### config.mk
export PLATFORM = sky130hd
export DESIGN_NAME = dup_filter
export DESIGN_NICKNAME = d
export VERILOG_FILES = /design/src/rtl/dup_pkg.sv /design/src/rtl/dup_share.sv /design/src/rtl/dup_cmp.sv /design/src/rtl/dup_first.sv /design/src/rtl/dup_filter.sv
export SDC_FILE = /design/constraint.sdc
export NUM_CORES = 2
export LEC_CHECK = 0
export ABC_AREA = 1
export CAP_MARGIN = 20
export CELL_PAD_IN_SITES_DETAIL_PLACEMENT = 1
export CELL_PAD_IN_SITES_GLOBAL_PLACEMENT = 1
export CORE_AREA = 8 8 432 434
export CTS_CLUSTER_DIAMETER = 200
export CTS_CLUSTER_SIZE = 30
export DETAILED_ROUTE_END_ITERATION = 8
export DIE_AREA = 0 0 440 442
export PLACE_DENSITY = 0.85
export SYNTH_ARGS = -nofsm -noshare
export SYNTH_HDL_FRONTEND = slang
export SYNTH_SLANG_ARGS = --single-unit
### constraint.sdc
create_clock -name clk -period 15.68 [get_ports clk]
set_input_delay 3.136 -clock clk [delete_from_list [all_inputs] [get_ports clk]]
set_output_delay 3.136 -clock clk [all_outputs]
set_load 0.02 [all_outputs]
### src/rtl/dup_pkg.sv
package dup_pkg;
  typedef enum logic {
    ST_COLLECT = 1'b0,
    ST_DRAIN   = 1'b1
  } dup_state_e;
endpackage

### src/rtl/dup_share.sv
// Counts layers where both tracks carry a hit with the same identifier.
module dup_share #(
  parameter int NL    = 8,
  parameter int HID_W = 8,
  parameter int CNT_W = 4
) (
  input  logic [NL*HID_W-1:0] a_hid,
  input  logic [NL*HID_W-1:0] b_hid,
  input  logic [NL-1:0]       a_mask,
  input  logic [NL-1:0]       b_mask,
  output logic [CNT_W-1:0]    cnt
);
  logic [NL-1:0] same;

  for (genvar l = 0; l < NL; l++) begin : g_layer
    assign same[l] = a_mask[l] & b_mask[l] &
                     (a_hid[l*HID_W +: HID_W] == b_hid[l*HID_W +: HID_W]);
  end

  always_comb begin
    cnt = '0;
    for (int l = 0; l < NL; l++) cnt = cnt + CNT_W'(same[l]);
  end
endmodule

### src/rtl/dup_cmp.sv
// Compares the incoming track with one retained slot.
module dup_cmp #(
  parameter int NL     = 8,
  parameter int HID_W  = 8,
  parameter int ROAD_W = 8,
  parameter int CHI_W  = 12,
  parameter int CNT_W  = 4
) (
  input  logic                mode_all,
  input  logic [CNT_W-1:0]    nmax,
  input  logic                slot_vld,
  input  logic [ROAD_W-1:0]   a_road,
  input  logic [NL*HID_W-1:0] a_hid,
  input  logic [NL-1:0]       a_mask,
  input  logic [CNT_W-1:0]    a_nhit,
  input  logic [CHI_W-1:0]    a_chi,
  input  logic [ROAD_W-1:0]   b_road,
  input  logic [NL*HID_W-1:0] b_hid,
  input  logic [NL-1:0]       b_mask,
  input  logic [CNT_W-1:0]    b_nhit,
  input  logic [CHI_W-1:0]    b_chi,
  output logic                is_dup,
  output logic                new_better
);
  logic [CNT_W-1:0] shared;

  dup_share #(.NL(NL), .HID_W(HID_W), .CNT_W(CNT_W)) u_share (
    .a_hid(a_hid), .b_hid(b_hid), .a_mask(a_mask), .b_mask(b_mask), .cnt(shared)
  );

  assign is_dup     = slot_vld & (mode_all | (a_road == b_road)) & (shared > nmax);
  assign new_better = (a_nhit > b_nhit) | ((a_nhit == b_nhit) & (a_chi < b_chi));
endmodule

### src/rtl/dup_first.sv
// Lowest set index of a vector.
module dup_first #(
  parameter int N  = 16,
  parameter int IW = 4
) (
  input  logic [N-1:0]  vec,
  output logic [IW-1:0] idx,
  output logic          any
);
  always_comb begin
    idx = '0;
    for (int i = N - 1; i >= 0; i--) if (vec[i]) idx = IW'(i);
  end
  assign any = |vec;
endmodule

### src/rtl/dup_filter.sv
module dup_filter #(
  parameter int NL     = 8,
  parameter int HID_W  = 8,
  parameter int ROAD_W = 8,
  parameter int CHI_W  = 12,
  parameter int DEPTH  = 16,
  localparam int CNT_W = $clog2(NL + 1)
) (
  input  logic                clk,
  input  logic                rst,
  input  logic                mode_all,
  input  logic [CNT_W-1:0]    nmax,
  input  logic                in_valid,
  input  logic                in_last,
  input  logic [ROAD_W-1:0]   in_road,
  input  logic [NL*HID_W-1:0] in_hid,
  input  logic [NL-1:0]       in_hmask,
  input  logic [CNT_W-1:0]    in_nhit,
  input  logic [CHI_W-1:0]    in_chi,
  output logic                in_ready,
  output logic                out_valid,
  output logic                out_last,
  output logic [ROAD_W-1:0]   out_road,
  output logic [NL*HID_W-1:0] out_hid,
  output logic [NL-1:0]       out_hmask,
  output logic [CNT_W-1:0]    out_nhit,
  output logic [CHI_W-1:0]    out_chi,
  output logic                ovf_err
);
  import dup_pkg::*;

  localparam int IDX_W = (DEPTH > 1) ? $clog2(DEPTH) : 1;
  localparam int PTR_W = $clog2(DEPTH + 1);

  dup_state_e state;
  logic [PTR_W-1:0] wptr, rd;
  logic [DEPTH-1:0] s_vld, s_vld_nxt;

  logic [ROAD_W-1:0]   s_road [DEPTH];
  logic [NL*HID_W-1:0] s_hid  [DEPTH];
  logic [NL-1:0]       s_mask [DEPTH];
  logic [CNT_W-1:0]    s_nhit [DEPTH];
  logic [CHI_W-1:0]    s_chi  [DEPTH];

  logic [DEPTH-1:0] dup_vec, win_vec;
  logic [IDX_W-1:0] first_idx, wr_idx, rd_i;
  logic any_dup, lose, full, in_fire;
  logic do_alloc, do_replace, do_pass, wr_en, drain_emit;

  for (genvar j = 0; j < DEPTH; j++) begin : g_slot
    dup_cmp #(.NL(NL), .HID_W(HID_W), .ROAD_W(ROAD_W), .CHI_W(CHI_W), .CNT_W(CNT_W)) u_cmp (
      .mode_all(mode_all), .nmax(nmax), .slot_vld(s_vld[j]),
      .a_road(in_road), .a_hid(in_hid), .a_mask(in_hmask), .a_nhit(in_nhit), .a_chi(in_chi),
      .b_road(s_road[j]), .b_hid(s_hid[j]), .b_mask(s_mask[j]), .b_nhit(s_nhit[j]),
      .b_chi(s_chi[j]), .is_dup(dup_vec[j]), .new_better(win_vec[j])
    );
  end

  dup_first #(.N(DEPTH), .IW(IDX_W)) u_first (.vec(dup_vec), .idx(first_idx), .any(any_dup));

  assign in_ready   = (state == ST_COLLECT);
  assign in_fire    = in_valid & in_ready;
  assign lose       = |(dup_vec & ~win_vec);
  assign full       = (wptr == PTR_W'(DEPTH));
  assign do_alloc   = in_fire & ~any_dup & ~full;
  assign do_replace = in_fire & any_dup & ~lose;
  assign do_pass    = in_fire & ~any_dup & full;
  assign wr_en      = do_alloc | do_replace;
  assign wr_idx     = do_alloc ? wptr[IDX_W-1:0] : first_idx;
  assign rd_i       = rd[IDX_W-1:0];
  assign drain_emit = (state == ST_DRAIN) && (rd < wptr);

  always_comb begin
    s_vld_nxt = s_vld;
    if (do_alloc)   s_vld_nxt[wr_idx] = 1'b1;
    if (do_replace) s_vld_nxt = (s_vld & ~dup_vec) | (DEPTH'(1) << first_idx);
  end

  // Slot storage: single write port, no reset, one registered read.
  always_ff @(posedge clk) begin
    if (wr_en) begin
      s_road[wr_idx] <= in_road;
      s_hid[wr_idx]  <= in_hid;
      s_mask[wr_idx] <= in_hmask;
      s_nhit[wr_idx] <= in_nhit;
      s_chi[wr_idx]  <= in_chi;
    end
  end

  always_ff @(posedge clk) begin
    if (do_pass) begin
      out_road <= in_road; out_hid <= in_hid; out_hmask <= in_hmask;
      out_nhit <= in_nhit; out_chi <= in_chi;
    end else if (drain_emit) begin
      out_road <= s_road[rd_i]; out_hid <= s_hid[rd_i]; out_hmask <= s_mask[rd_i];
      out_nhit <= s_nhit[rd_i]; out_chi <= s_chi[rd_i];
    end
  end

  always_ff @(posedge clk) begin
    if (rst) begin
      state <= ST_COLLECT; wptr <= '0; rd <= '0; s_vld <= '0;
      out_valid <= 1'b0; out_last <= 1'b0; ovf_err <= 1'b0;
    end else begin
      out_valid <= 1'b0;
      out_last  <= 1'b0;
      if (state == ST_COLLECT) begin
        s_vld <= s_vld_nxt;
        if (do_alloc) wptr <= wptr + PTR_W'(1);
        if (do_pass) begin
          out_valid <= 1'b1;
          ovf_err   <= 1'b1;
        end
        if (in_fire && in_last) begin
          state <= ST_DRAIN;
          rd    <= '0;
        end
      end else if (drain_emit) begin
        out_valid <= s_vld[rd_i];
        rd        <= rd + PTR_W'(1);
      end else begin
        out_last <= 1'b1;
        state    <= ST_COLLECT;
        wptr     <= '0;
        s_vld    <= '0;
      end
    end
  end

  a_r9_sticky: assert property (@(posedge clk) disable iff (rst) ovf_err |=> ovf_err);
  a_r9_pass: assert property (@(posedge clk) disable iff (rst) do_pass |=> out_valid && ovf_err);
  a_r9_bound: assert property (@(posedge clk) disable iff (rst) wptr <= PTR_W'(DEPTH));
  a_r8_block: assert property (@(posedge clk) disable iff (rst)
    (in_valid && in_ready && in_last) |=> !in_ready);
  a_r4_drop: assert property (@(posedge clk) disable iff (rst)
    (in_fire && any_dup && lose) |=> $stable(s_vld) && $stable(wptr));
  a_r6_take: assert property (@(posedge clk) disable iff (rst)
    do_replace |=> s_vld[$past(first_idx)]);
endmodule

* Yosys cells after proc, flatten, opt, wreduce, memory -nomap -nowiden
Memories as Yosys holds them, arrays and structs flattened. A register that Yosys moved wholly into a read port is not among the register bits. Index checks and enable logic that the tools add are counted.
Cells by class: eq/ne operators 163, divide/modulo/power cells 0, multiplexer cells 60, bitwise gates (word level) 353, multiply operators 0, reductions and logical operators 14, add/sub/neg operators 114, shift operators 1, order comparisons 52
Operator list (number):
- equality test 8 bit | 144
- AND 1 bit | 310
- adder 4 x 1 -> 4 bit | 64
- < comparator 12 bit | 16
- greater-than comparator 4 bit | 32
- two-way mux 64 bit | 2
- two-way mux 4 bit | 29
- adder 3 x 1 -> 4 bit | 16
- equality test 4 bit | 16
- two-way mux 16 bit | 4
- adder 2 x 1 -> 3 bit | 16
- bitwise OR 1 bit | 33
- adder 1 x 1 -> 2 bit | 16
- AND 16 bit | 2
- two-way mux 8 bit | 4
- inverter 16 bit | 2
- bitwise OR 16 bit | 2
- OR reduction 16 bit | 2
- two-way mux 5 bit | 6
- two-way mux 12 bit | 2
- left shift 1 x 4 -> 16 bit, first input constant | 1
- two-way mux 1 bit | 11
- adder 5 x 1 -> 5 bit, second input constant | 2
- < comparator 4 x 5 -> 1 bit, second input constant | 2
- other kinds (13) | 23
Storage, ports and cells: memories 5, input port bits 105, word-level logic and storage cells 774, output and inout bits 100, latch bits 0, memory bits (read-only) 0, RAM bits 1536, register bits 126
Memory list:
- s_hid | depth 16, bits a word 64, read ports 17, clocked after Yosys merged registers in 1, wr ports 1, line dup_filter.sv:40 | logic [NL*HID_W-1:0] s_hid [DEPTH];
- s_chi | depth 16, bits a word 12, read ports 17, clocked after Yosys merged registers in 1, wr ports 1, line dup_filter.sv:43 | logic [CHI_W-1:0] s_chi [DEPTH];
- s_mask | depth 16, bits a word 8, read ports 17, clocked after Yosys merged registers in 1, wr ports 1, line dup_filter.sv:41 | logic [NL-1:0] s_mask [DEPTH];
- s_road | depth 16, bits a word 8, read ports 17, clocked after Yosys merged registers in 1, wr ports 1, line dup_filter.sv:39 | logic [ROAD_W-1:0] s_road [DEPTH];
- s_nhit | depth 16, bits a word 4, read ports 17, clocked after Yosys merged registers in 1, wr ports 1, line dup_filter.sv:42 | logic [CNT_W-1:0] s_nhit [DEPTH];

* Depth between registers and ports, before layout
An unclocked memory read counts as a cell.
word-level depth 37, depth in mapped cells 43, mapped depth without buffers 42

* Hierarchy
Synthesis repeated with hierarchy kept, for this count alone.
Second synthesis, totals: cell total of the unflattened synthesis 11384, area total of the unflattened synthesis 97049.3 µm²
Modules (own cells, without submodules):
- dup_filter | area an instance 65501.6 µm², cells an instance 4907, times used 1, seq. area each 49687.7 µm²
- dup_share (g_slot[13].u_cmp.u_share ...) | area an instance 1342.5 µm², cells an instance 300, times used 11, seq. area each 0.0 µm²
- dup_cmp | area an instance 621.8 µm², cells an instance 104, times used 16, seq. area each 0.0 µm²
- dup_share (g_slot[0].u_cmp.u_share ...) | area an instance 1323.8 µm², cells an instance 293, times used 4, seq. area each 0.0 µm²
- dup_share (g_slot[9].u_cmp.u_share) | area an instance 1326.3 µm², cells an instance 292, times used 1, seq. area each 0.0 µm²
- dup_first | area an instance 209.0 µm², cells an instance 49, times used 1, seq. area each 0.0 µm²

* Worst setup path after synthesis
Ideal clock, no wire load.
path kind input -> register, start input in_hid[14], end memory s_chi[11][0], enable pin, setup time 551 ps, slack 2536 ps, data arrival time 12593 ps, stages on the path 27, buffers on the path 2, required time 15129 ps, cells stage by stage clkbuf_1 clkbuf_1 xor2_1 nor4_1 fa_1 inv_1 fa_1 fa_1 inv_1 ha_1 fa_1 xor2_1 ha_1 a21o_1 a211oi_1 a41oi_1 nand3_1 nand2_1 nor2_2 nand2_2 nor2_8 nand3_4 o21ai_4 inv_2 nor2_4 nand2_1 nor2_1
Between the ends: longest elaborated chain between the ends 28, elaborated cells on any way between the ends 205, classes of those cells add/sub: 112; order compare: 16; eq/ne: 16; mux: 19; bitwise: 40; reduce/logical: 2
Ends and longest elaborated chain:
- start: declaration | line dup_filter.sv:16 | input logic [NL*HID_W-1:0] in_hid,
- equality test 8 bit | line dup_share.sv:17 | (a_hid[l*HID_W +: HID_W] == b_hid[l*HID_W +: HID_W]);
- AND 1 bit | line dup_share.sv:16 | assign same[l] = a_mask[l] & b_mask[l] &
- adder 1 x 1 -> 2 bit | line dup_share.sv:22 | for (int l = 0; l < NL; l++) cnt = cnt + CNT_W'(same[l]);
- adder 2 x 1 -> 3 bit | line dup_share.sv:22
- adder 3 x 1 -> 4 bit | line dup_share.sv:22
- adder 4 x 1 -> 4 bit (4 in a row) | line dup_share.sv:22
- greater-than comparator 4 bit | line dup_cmp.sv:31 | assign is_dup = slot_vld & (mode_all | (a_road == b_road)) & (shared > nmax);
- AND 1 bit | line dup_cmp.sv:31
- two-way mux 4 bit (16 in a row) | line dup_first.sv:12 | for (int i = N - 1; i >= 0; i--) if (vec[i]) idx = IW'(i);
- two-way mux 4 bit | line dup_filter.sv:69 | assign wr_idx = do_alloc ? wptr[IDX_W-1:0] : first_idx;
- end: declaration | line dup_filter.sv:43
Several ways; a longest one is shown, not always the timed one.

* Worst setup path in the final report
start input in_hid[9], end memory s_hid[4][44] (netlist bit), enable pin
Between the ends: longest elaborated chain between the ends 28, elaborated cells on any way between the ends 205, classes of those cells add/sub: 112; order compare: 16; eq/ne: 16; mux: 19; bitwise: 40; reduce/logical: 2
Ends and longest elaborated chain (line):
- equality test 8 bit | dup_share.sv:17
- AND 1 bit | dup_share.sv:16
- adder 1 x 1 -> 2 bit | dup_share.sv:22
- adder 2 x 1 -> 3 bit | dup_share.sv:22
- adder 3 x 1 -> 4 bit | dup_share.sv:22
- adder 4 x 1 -> 4 bit (4 in a row) | dup_share.sv:22
- greater-than comparator 4 bit | dup_cmp.sv:31
- AND 1 bit | dup_cmp.sv:31
- two-way mux 4 bit (16 in a row) | dup_first.sv:12
- two-way mux 4 bit | dup_filter.sv:69
- end: declaration | dup_filter.sv:40
Several ways; a longest one is shown, not always the timed one.

==> qor.txt <==
synth unique cells: 66
Setup Buffers After CTS: 0
first-pass GRT wire length: 482000 um
Final Critical Period: 12.97 ns
Worst-Skew Late Latency: 0.81 ns
RePlAce Congestion: 0.944
worst slew pin tran: 1.20 ns
Synth Cell Area: 89300 um^2
ANT nets after route: 0
Initial Utilization: 49.7%
max-slew violation count: 0
FMAX: 77.1 MHz
CP Launch Type: input port
Worst Skew: 0.0446 ns
Leak Pwr: 34.4 nW
RR Startpoint: s_hid[3][15]
share of cells above drive strength 1: 4.05%
CP Data Arrival Time: 13.39 ns
Mapped Nets: 9133
HPWL after DPL: 216000 um
most common cell after layout, fill and taps aside: edfxtp_1
VDD IR max: 0.102 mV
CTS sink count: 1666
RSZ-0062 raised after global routing: no
htree depth: 2
CP Max Fanout: 49
non-filler instance count after layout: 10900
Post-Route WL: 325000 um
clk root buf: clkbuf_16
most frequent cells in the layout: 1632 x edfxtp_1, 1103 x o21ai_0, 850 x inv_1, 659 x nand2_1, 654 x nor2_1
# DRC: 0
Post-synth EDFFs: 1632
worst-case reg-to-reg path depth: 30
GRT overflow: 0
Synth Register Bits: 1666
PwrDens: 85.3 nW/um^2
setup TNS: 0 ns
CP max-delay cell: nor4_1
synth warn: 0
boundary pin count: 205
Syn Area/Cell: 10.4 um^2
drt via density: 6.70
Worst EP required: 16.09 ns
Post-synth ARST share: 0%
Clock Path Buffers: 3
cts hold-fix bufs: 0
Final WS setup: 2.71 ns
Die X-Extent: 440 um
worst flop-to-flop path endpoint: s_hid[4][44]
height of the die: 442 um
Setup violations, final: 0
Reg2Reg Setup Slack: 6.05 ns
cell count after synthesis: 8605
fin nets: 9053
core area: 180000 um^2
area grow syn2layout: 7.01%
CP dominant cell by count: fa_1
Final Hold Fails: 0
die area: 194000 um^2
Setup crit end kind: flop
Tot GR Track Use: 32.0%
largest net degree at the start of global routing: 212
final worst path period share: 82.7%
Post-CTS Resized: 0
row cnt: 156
initial antenna violation count: 6
Hold EP: ovf_err
sequential area share after synthesis: 55.7%
PortBufs: 204
dpl cells: 10800
status: finished clean
WL per Instance: 29.7 um
Rel. slew slack: 20.3%
DRT iter0 DRCs: 10200
number of fill cells: 19400
iteration count of the initial detailed-routing pass: 6
DR vias: 73200
hold wc startpoint: ovf_err
cts bufs inserted: 61
TritonCTS clock tree: yes
vias in the first global route: 75600
post-layout util: 53.1%
Place WS: 2.19 ns
Min-Delay Path Depth: 2
CP max stage delay: 0.85 ns
critical path class: in -> reg
ys flop type: edfxtp_1
clock-pin slew on the worst setup and hold paths: 0.12 ns
max_cap viols: 0
Hold Crit Class: reg -> reg
-- sequential cells by signal, summed over array words and instances (netlist names), named ones only --
| signal | flops |
|---|---|
| s_nhit | 64 |
| rd | 5 |
| out_valid | 1 |
| s_hid | 1024 |
| state | 1 |
| wptr | 5 |
| out_hid | 64 |
| out_chi | 12 |
| ovf_err | 1 |
| s_road | 128 |
| out_last | 1 |
| out_hmask | 8 |
| out_nhit | 4 |
| s_mask | 128 |
| s_chi | 192 |
| s_vld | 16 |
| out_road | 8 |
-- power by group --
| group | switching (mW) | internal [mW] | total, mW |
|---|---|---|---|
| sequential | 0.0400 | 4.95 | 4.99 |
| combinational | 0.716 | 0.294 | 1.01 |
| clock | 1.42 | 0.733 | 2.15 |
| total | 2.17 | 5.98 | 8.15 |
-- cells by family after synthesis --
| kind of cell | synth area share, % |
|---|---|
| simple gates | 9.52 |
| xor+xnor | 4.19 |
| mux | 0.0112 |
| fa+ha+maj | 6.47 |
| buf+inv | 6.09 |
| flops | 55.7 |
| compound gates | 18.1 |
-- Yosys cell counts (all sizes together), types with 4 or more instances --
cell | n | share of area, %
dfxtp | 34 | 0.76
o41ai | 4 | 0.056
a2111oi | 27 | 0.26
o22ai | 319 | 2.2
o221ai | 162 | 1.6
inv | 864 | 3.6
edfxtp | 1632 | 55
nor4 | 94 | 0.66
o2111ai | 49 | 0.49
a211o | 4 | 0.039
nand3 | 312 | 1.8
nand4 | 108 | 0.76
or2 | 36 | 0.25
a211oi | 44 | 0.37
nor2 | 680 | 2.9
o31ai | 10 | 0.084
a31oi | 97 | 0.68
o21a | 8 | 0.067
nor3 | 46 | 0.26
fa | 64 | 1.4
o2111a | 8 | 0.10
ha | 359 | 5.0
a22o | 19 | 0.19
nand3b | 5 | 0.042
o211ai | 114 | 0.96
nand2 | 665 | 2.8
buf | 109 | 0.60
xor2 | 253 | 2.5
a41oi | 5 | 0.049
a221oi | 99 | 0.97
a21o | 14 | 0.12
xnor2 | 174 | 1.7
clkbuf | 423 | 1.8
a21oi | 621 | 3.5
clkinv | 19 | 0.080
o21ai | 1108 | 6.2
-- worst max-delay path: cells and delay by family --
kind | cells | cell delay [ns]
AND/OR/NAND/NOR | 13 | 3.14
buffers and inverters | 8 | 3.02
adder cells (fa/ha/maj) | 6 | 2.52
AO/OA/AOI/OAI | 4 | 1.25
XOR/XNOR | 1 | 0.18
-- metal layers --
layer  global-route usage (%)  part of all wire (%)  vias up
met1                     40.9                    37    36700
li1                         -                     -    31200
met5                        0                 0.020        -
met4                     18.4                   6.9       10
met2                     51.8                    47     4351
met3                     5.03                   9.4      903
-- worst max path at each step --
stage | from | endpoint | slack [ns] | cells past startpoint
floorplan | in_hid[14] | s_chi[11][0] | 2.54 | 27
global placement | in_hid[27] | s_mask[4][0] | 2.59 | 34
detailed placement | in_hid[9] | s_hid[4][0] | 2.19 | 32
CTS | in_hid[9] | s_hid[4][42] | 3.03 | 32
global route | in_hid[9] | s_hid[4][10] | 2.47 | 32
finish | in_hid[9] | s_hid[4][44] | 2.71 | 32
-- area by class of cell --
cell class / instances / area (um^2) / area share, %
clock inverter: 4 / 53.8 / 0.0563
sequential: 1666 / 49700 / 52.0
multi-input combinational: 5524 / 34300 / 35.9
clock buffer: 85 / 1620 / 1.69
tap: 2370 / 2970 / 3.10
inverter: 883 / 3340 / 3.50
timing repair buffer: 389 / 3540 / 3.70
antenna: 1 / 2.50 / 0.00262
-- per-stage QoR --
step | hold slack (ns) | instance area [um^2] | power (mW)
floorplan | 0.452 | 89300 | 5.63
global placement | 0.464 | 93800 | 6.02
detailed placement | 0.470 | 93800 | 6.07
CTS | 0.488 | 95500 | 8.14
global route | 0.508 | 95500 | 8.34
finish | 0.485 | 95500 | 8.15
Power figures use the tool's default switching activity.
